--- src/rtl/irq_arb_pkg.sv ---
package irq_arb_pkg;
  localparam int NSRC  = 4;
  localparam int SEL_W = $clog2(NSRC);

  typedef enum logic [SEL_W-1:0] {
    SRC_SMI  = 2'd0,
    SRC_NMI  = 2'd1,
    SRC_HW   = 2'd2,
    SRC_VIRQ = 2'd3
  } src_e;
endpackage

--- src/rtl/irq_pend_regs.sv ---
module irq_pend_regs #(
  parameter int N = 4
) (
  input  logic         clk,
  input  logic         rst,
  input  logic [N-1:0] set_i,
  input  logic [N-1:0] clr_i,
  output logic [N-1:0] pend_o
);
  always_ff @(posedge clk) begin
    if (rst) pend_o <= '0;
    else     pend_o <= (pend_o & ~clr_i) | set_i;
  end

  for (genvar g = 0; g < N; g++) begin : g_keep
    AST_SET_KEPT: assert property (@(posedge clk) disable iff (rst)
      $past(set_i[g]) && !$past(rst) |-> pend_o[g]);
  end
endmodule

--- src/rtl/irq_gate_flags.sv ---
module irq_gate_flags (
  input  logic clk,
  input  logic rst,
  input  logic gie_set_i,
  input  logic gie_clr_i,
  input  logic nmi_take_i,
  input  logic iret_i,
  output logic gie_o,
  output logic nmi_busy_o
);
  always_ff @(posedge clk) begin
    if (rst) begin
      gie_o      <= 1'b1;
      nmi_busy_o <= 1'b0;
    end else begin
      if (gie_clr_i)      gie_o <= 1'b0;
      else if (gie_set_i) gie_o <= 1'b1;
      if (nmi_take_i)     nmi_busy_o <= 1'b1;
      else if (iret_i)    nmi_busy_o <= 1'b0;
    end
  end

  AST_CLR_WINS: assert property (@(posedge clk) disable iff (rst)
    $past(gie_clr_i) && !$past(rst) |-> !gie_o);
  AST_IRET_CLEARS: assert property (@(posedge clk) disable iff (rst)
    $past(iret_i) && !$past(nmi_take_i) && !$past(rst) |-> !nmi_busy_o);
endmodule

--- src/rtl/irq_prio_sel.sv ---
module irq_prio_sel #(
  parameter int N     = 4,
  parameter int SEL_W = $clog2(N)
) (
  input  logic [N-1:0]     elig_i,
  output logic [N-1:0]     grant_o,
  output logic [SEL_W-1:0] idx_o
);
  always_comb begin
    grant_o = '0;
    idx_o   = '0;
    for (int i = N - 1; i >= 0; i--) begin
      if (elig_i[i]) begin
        grant_o    = '0;
        grant_o[i] = 1'b1;
        idx_o      = SEL_W'(i);
      end
    end
  end
endmodule

--- src/rtl/irq_accept_arbiter.sv ---
module irq_accept_arbiter
  import irq_arb_pkg::*;
(
  input  logic             clk,
  input  logic             rst,
  input  logic [NSRC-1:0]  req_set_i,
  input  logic             boundary_i,
  input  logic             gie_set_i,
  input  logic             gie_clr_i,
  input  logic             core_ie_i,
  input  logic             shadow_i,
  input  logic             mgmt_mode_i,
  input  logic             vmask_mode_i,
  input  logic             host_ie_i,
  input  logic             iret_i,
  output logic [NSRC-1:0]  take_o,
  output logic [SEL_W-1:0] sel_o,
  output logic [NSRC-1:0]  pend_o,
  output logic             gie_o,
  output logic             nmi_busy_o
);
  logic [NSRC-1:0]  elig, grant, clr;
  logic [SEL_W-1:0] idx;
  logic             open_win;

  irq_pend_regs #(.N(NSRC)) i_pend (
    .clk(clk), .rst(rst), .set_i(req_set_i), .clr_i(clr), .pend_o(pend_o)
  );

  irq_gate_flags i_flags (
    .clk(clk), .rst(rst), .gie_set_i(gie_set_i), .gie_clr_i(gie_clr_i),
    .nmi_take_i(grant[SRC_NMI]), .iret_i(iret_i),
    .gie_o(gie_o), .nmi_busy_o(nmi_busy_o)
  );

  always_comb begin
    open_win       = boundary_i & gie_o;
    elig           = '0;
    elig[SRC_SMI]  = pend_o[SRC_SMI] & ~mgmt_mode_i;
    elig[SRC_NMI]  = pend_o[SRC_NMI] & ~nmi_busy_o;
    elig[SRC_HW]   = pend_o[SRC_HW] &
                     (vmask_mode_i ? host_ie_i : (core_ie_i & ~shadow_i));
    elig[SRC_VIRQ] = pend_o[SRC_VIRQ] & core_ie_i & ~shadow_i;
    if (!open_win) elig = '0;
  end

  irq_prio_sel #(.N(NSRC), .SEL_W(SEL_W)) i_sel (
    .elig_i(elig), .grant_o(grant), .idx_o(idx)
  );

  always_comb begin
    clr = grant;
    if (grant[SRC_HW]) clr[SRC_VIRQ] = 1'b1;
  end

  always_ff @(posedge clk) begin
    if (rst) begin
      take_o <= '0;
      sel_o  <= '0;
    end else begin
      take_o <= grant;
      if (grant != '0) sel_o <= idx;
    end
  end

  AST_TAKE_ONEHOT: assert property (@(posedge clk) disable iff (rst)
    $onehot0(take_o));
  AST_NO_TAKE_GIE_OFF: assert property (@(posedge clk) disable iff (rst)
    !$past(rst) && !$past(gie_o) |-> take_o == '0);
  AST_TAKE_NEEDS_BOUNDARY: assert property (@(posedge clk) disable iff (rst)
    !$past(rst) && !$past(boundary_i) |-> take_o == '0);
  AST_SMI_NOT_IN_MGMT: assert property (@(posedge clk) disable iff (rst)
    take_o[SRC_SMI] |-> !$past(mgmt_mode_i));
  AST_NMI_SETS_BUSY: assert property (@(posedge clk) disable iff (rst)
    take_o[SRC_NMI] |-> nmi_busy_o);
  AST_VIRQ_NEEDS_IE: assert property (@(posedge clk) disable iff (rst)
    take_o[SRC_VIRQ] |-> $past(core_ie_i) && !$past(shadow_i));
endmodule

--- config.mk ---
export PLATFORM = sky130hd
export DESIGN_NAME = irq_accept_arbiter
export DESIGN_NICKNAME = d
export VERILOG_FILES = /design/src/rtl/irq_arb_pkg.sv /design/src/rtl/irq_pend_regs.sv /design/src/rtl/irq_gate_flags.sv /design/src/rtl/irq_prio_sel.sv /design/src/rtl/irq_accept_arbiter.sv
export SDC_FILE = /design/constraint.sdc
export NUM_CORES = 1
export LEC_CHECK = 0
export ABC_AREA = 1
export BUFFER_PORTS_ARGS = -buffer_cell sky130_fd_sc_hd__buf_2
export CORE_MARGIN = 10
export CORE_UTILIZATION = 38
export DETAILED_ROUTE_END_ITERATION = 10
export PLACE_DENSITY = 0.81
export SYNTH_ARGS = -nofsm -noshare
export SYNTH_HDL_FRONTEND = slang
export SYNTH_SLANG_ARGS = --single-unit
--- constraint.sdc ---
create_clock -name clk -period 1.1 [get_ports clk]
set_input_delay 0.165 -clock clk [delete_from_list [all_inputs] [get_ports clk]]
set_output_delay 0.165 -clock clk [all_outputs]
set_load 0.005 [all_outputs]
==> out/results.tsv <==
stage	metric	value	unit
sta	crit share post-route	96.1	%
global_routing	GRT Total Usage	7.99	%
floorplanning	io pins	27	
sta	Tmin final	1.06	ns
worst_setup_path	crit-path leading delay family	simple AND/OR/NAND/NOR gates	
placement	DP Wirelength	1.10	mm
worst_setup_path	Worst Setup Start Kind	register	
synth	Syn Area/Cell	7.81	µm²
routing	DRC viols	0	
floorplanning	Die Y	57.9	µm
clock_tree	Root Driver	clkbuf_4	
floorplanning	initial cell density of the core	41.0	%
synth	cell area after synthesis	547	µm²
synth	Seq/Total Area, Yosys	43.9	%
layout	area delta synth->final	40.7	%
power_and_ir_drop	Pleak	0.401	nW
layout	share of cells above drive strength 1	55.4	%
layout	antenna cell count	0	
min_path	Hold/Removal Path Class	input pin to register	
layout	most common cell after layout, fill and taps aside	buf_2	
power_and_ir_drop	PD cells	1270	nW/µm²
synth	synth warn	0	
floorplanning	Die ar.	3360	µm²
routing	antenna-violating nets left	0	
synth	Synth top area share	43.9	%
placement	dpl cell area	699	µm²
sta	Worst Slack Setup Final	0.0424	ns
global_routing	vias in the first global route	542	
clock_tree	clk_lat worst skew	0.27	ns
sta	RSZ-0062 raised after global routing	true	
clock_tree	CTS tree	built	
routing	DR iter-0 viols	5	
floorplanning	Placeable Area	1330	µm²
routing	vias	543	
routing	average wire per standard cell	12.3	µm
clock_tree	TritonCTS Sinks	12	
synth	Synth area leader	dfxtp_1	
worst_setup_path	Worst EP required	1.26	ns
synth	synth top area cells	dfxtp_1 44%, inv_1 7.6%, nand2_1 6.2%, nor2_4 6.2%, a21oi_1 5.5%	
power_and_ir_drop	Int Power	0.000727	W
worst_setup_path	critical path arrival	1.21	ns
min_path	WHS Path Cells	2	
sta	Final Hold Viols	0	
sta	Final setup viols	0	
worst_setup_path	kind of critical path	register to register	
floorplanning	Rows	13	
placement	worst slack at placement	-0.0247	ns
worst_setup_path	CP bufs+invs	0	
global_routing	first-pass GRT wire length	2.22	mm
worst_setup_path	WP depth	7	
sta	clock skew	0.00129	ns
power_and_ir_drop	P_sw	0.000247	W
power_and_ir_drop	Sequential Power Share	48.3	%
global_routing	pin count of the biggest net entering global routing	12	
clock_tree	CTS Buf Count	3	
power_and_ir_drop	Peak VDD IR	719	µV
clock_tree	H-Tree Depth	1	
worst_setup_path	Setup crit end kind	register	
clock_tree	CTS clk-pin slew, worst paths	0.08	ns
power_and_ir_drop	Clk pwr share	35.4	%
layout	fin nets	117	
routing	DR pass1 iterations	3	
placement	RD Place Congestion	0.766	
sta	Slew @ Worst Pin	0.273	ns
worst_setup_path	critical-path maximum fanout	6	
synth	Yosys reg bits	12	
synth	Unique masters post-synth	19	
placement	# port buffers	26	
worst_setup_path	crit-path max cell delay	0.37	ns
floorplanning	chip width	57.9	µm
flow_run	Max Cap Violations	0	
clock_tree	Hold-fix buffers, CTS	0	
global_routing	initial antenna violation count	0	
global_routing	remaining global-route overflow	0	
power_and_ir_drop	switching share of power	25.4	%
sta	final slew viol count	0	
worst_setup_path	critical-path cell list	nand2_4 > nor2_4 > nand2_2 > nor2_4 > nand2_4 > a21oi_2 > nor2_1	
routing	aggregate routed wire length	1.42	mm
sta	fmax	946	MHz
synth	Post-Synthesis Cells	70	
power_and_ir_drop	overall power	0.000975	W
layout	Final Instance Area	769	µm²
worst_setup_path	Worst path slowest cell	dfxtp_4	
worst_setup_path	R2R depth	7	
sta	Rel. slew slack	81.8	%
routing	Via density	4.68	
power_and_ir_drop	Gate power share	16.3	%
layout	commonest cells after routing, fill and taps aside	26 x buf_2, 10 x inv_1, 9 x dfxtp_1	
status	status	completed	
clock_tree	Max clock buf depth	2	
synth	Syn Nets	85	
## path summary, 6_finish.rpt
path	slack, ns	to	from
worst min-delay path	0.06	i_flags.gie_o	gie_clr_i
worst max register to register	0.04	i_pend.pend_o[2]	i_flags.gie_o
worst min register to register	0.50	i_pend.pend_o[0]	i_pend.pend_o[0]
worst max-delay path	0.04	i_pend.pend_o[2]	i_flags.gie_o
## synthesized netlist by cell type
| master | number |
|---|---|
| nand4_1 | 2 |
| nor2_2 | 2 |
| dfxtp_1 | 12 |
| a21oi_1 | 6 |
| nor3_1 | 2 |
| inv_1 | 11 |
| nand3_2 | 1 |
| nand2_1 | 9 |
| clkbuf_1 | 1 |
| nor2_4 | 3 |
| clkinv_1 | 1 |
| nand2_2 | 3 |
| nand2_4 | 2 |
| nor2_1 | 7 |
| inv_2 | 1 |
| or2_2 | 1 |
| o21ai_0 | 2 |
| a21oi_2 | 2 |
| nand3_1 | 2 |
## logic make-up after synthesis
| family | share of synthesized area, % |
|---|---|
| compound gates | 10.5 |
| buf+inv | 9.61 |
| flops | 43.9 |
| simple gates | 35.9 |
## sequential cells by signal, indices dropped and copies added (netlist names)
| signal | flops |
|---|---|
| i_flags.nmi_busy_o | 1 |
| i_flags.gie_o | 1 |
| i_pend.pend_o | 4 |
| sel_o | 2 |
| take_o | 4 |
## stage by stage
stage	util [%]	hold WS (ns)	std cells	setup TNS [ns]
3_3_place_gp	52.4	0.366	111	0
5_1_grt	57.7	0.0799	116	-0.0572
6_report	57.7	0.0650	116	0
4_1_cts	55.6	0.0730	115	0
3_5_place_dp	52.4	0.363	111	-0.0247
2_1_floorplan	-	0.273	70	0
## layout make-up
| cell class | instances | area, µm² |
|---|---|---|
| fill | 129 | 564 |
| sequential | 12 | 246 |
| timing repair buffer | 28 | 145 |
| tap | 15 | 18.8 |
| clock buffer | 4 | 36.3 |
| inverter | 13 | 48.8 |
| multi-input combinational | 44 | 274 |
## routing by layer
metal  share of wire [%]  GRT usage, %  up-vias
li1                    -             -      278
met2                  49          13.8       20
met3                 6.2          3.27        2
met5                   0             0        -
met1                  43          8.42      243
met4                 1.8          3.02        0
## power by group through the flow
stage / clock network (W) / logic, W / registers, W
2_1_floorplan: 0 / 0.0000791 / 0.000482
3_3_place_gp: 0 / 0.000145 / 0.000478
3_5_place_dp: 0 / 0.000149 / 0.000479
4_1_cts: 0.000348 / 0.000151 / 0.000469
5_1_grt: 0.000374 / 0.000179 / 0.000474
6_report: 0.000345 / 0.000159 / 0.000471
## repair_timing
| item | CTS | global route |
|---|---|---|
| pin swaps | 0 | 2 |
| cloned | 0 | 0 |
| setup endpoints to repair | 1 | 5 |
| gates resized for setup | 2 | 9 |
| buffers inserted | 0 | 1 |
Power figures use the tool's default switching activity.
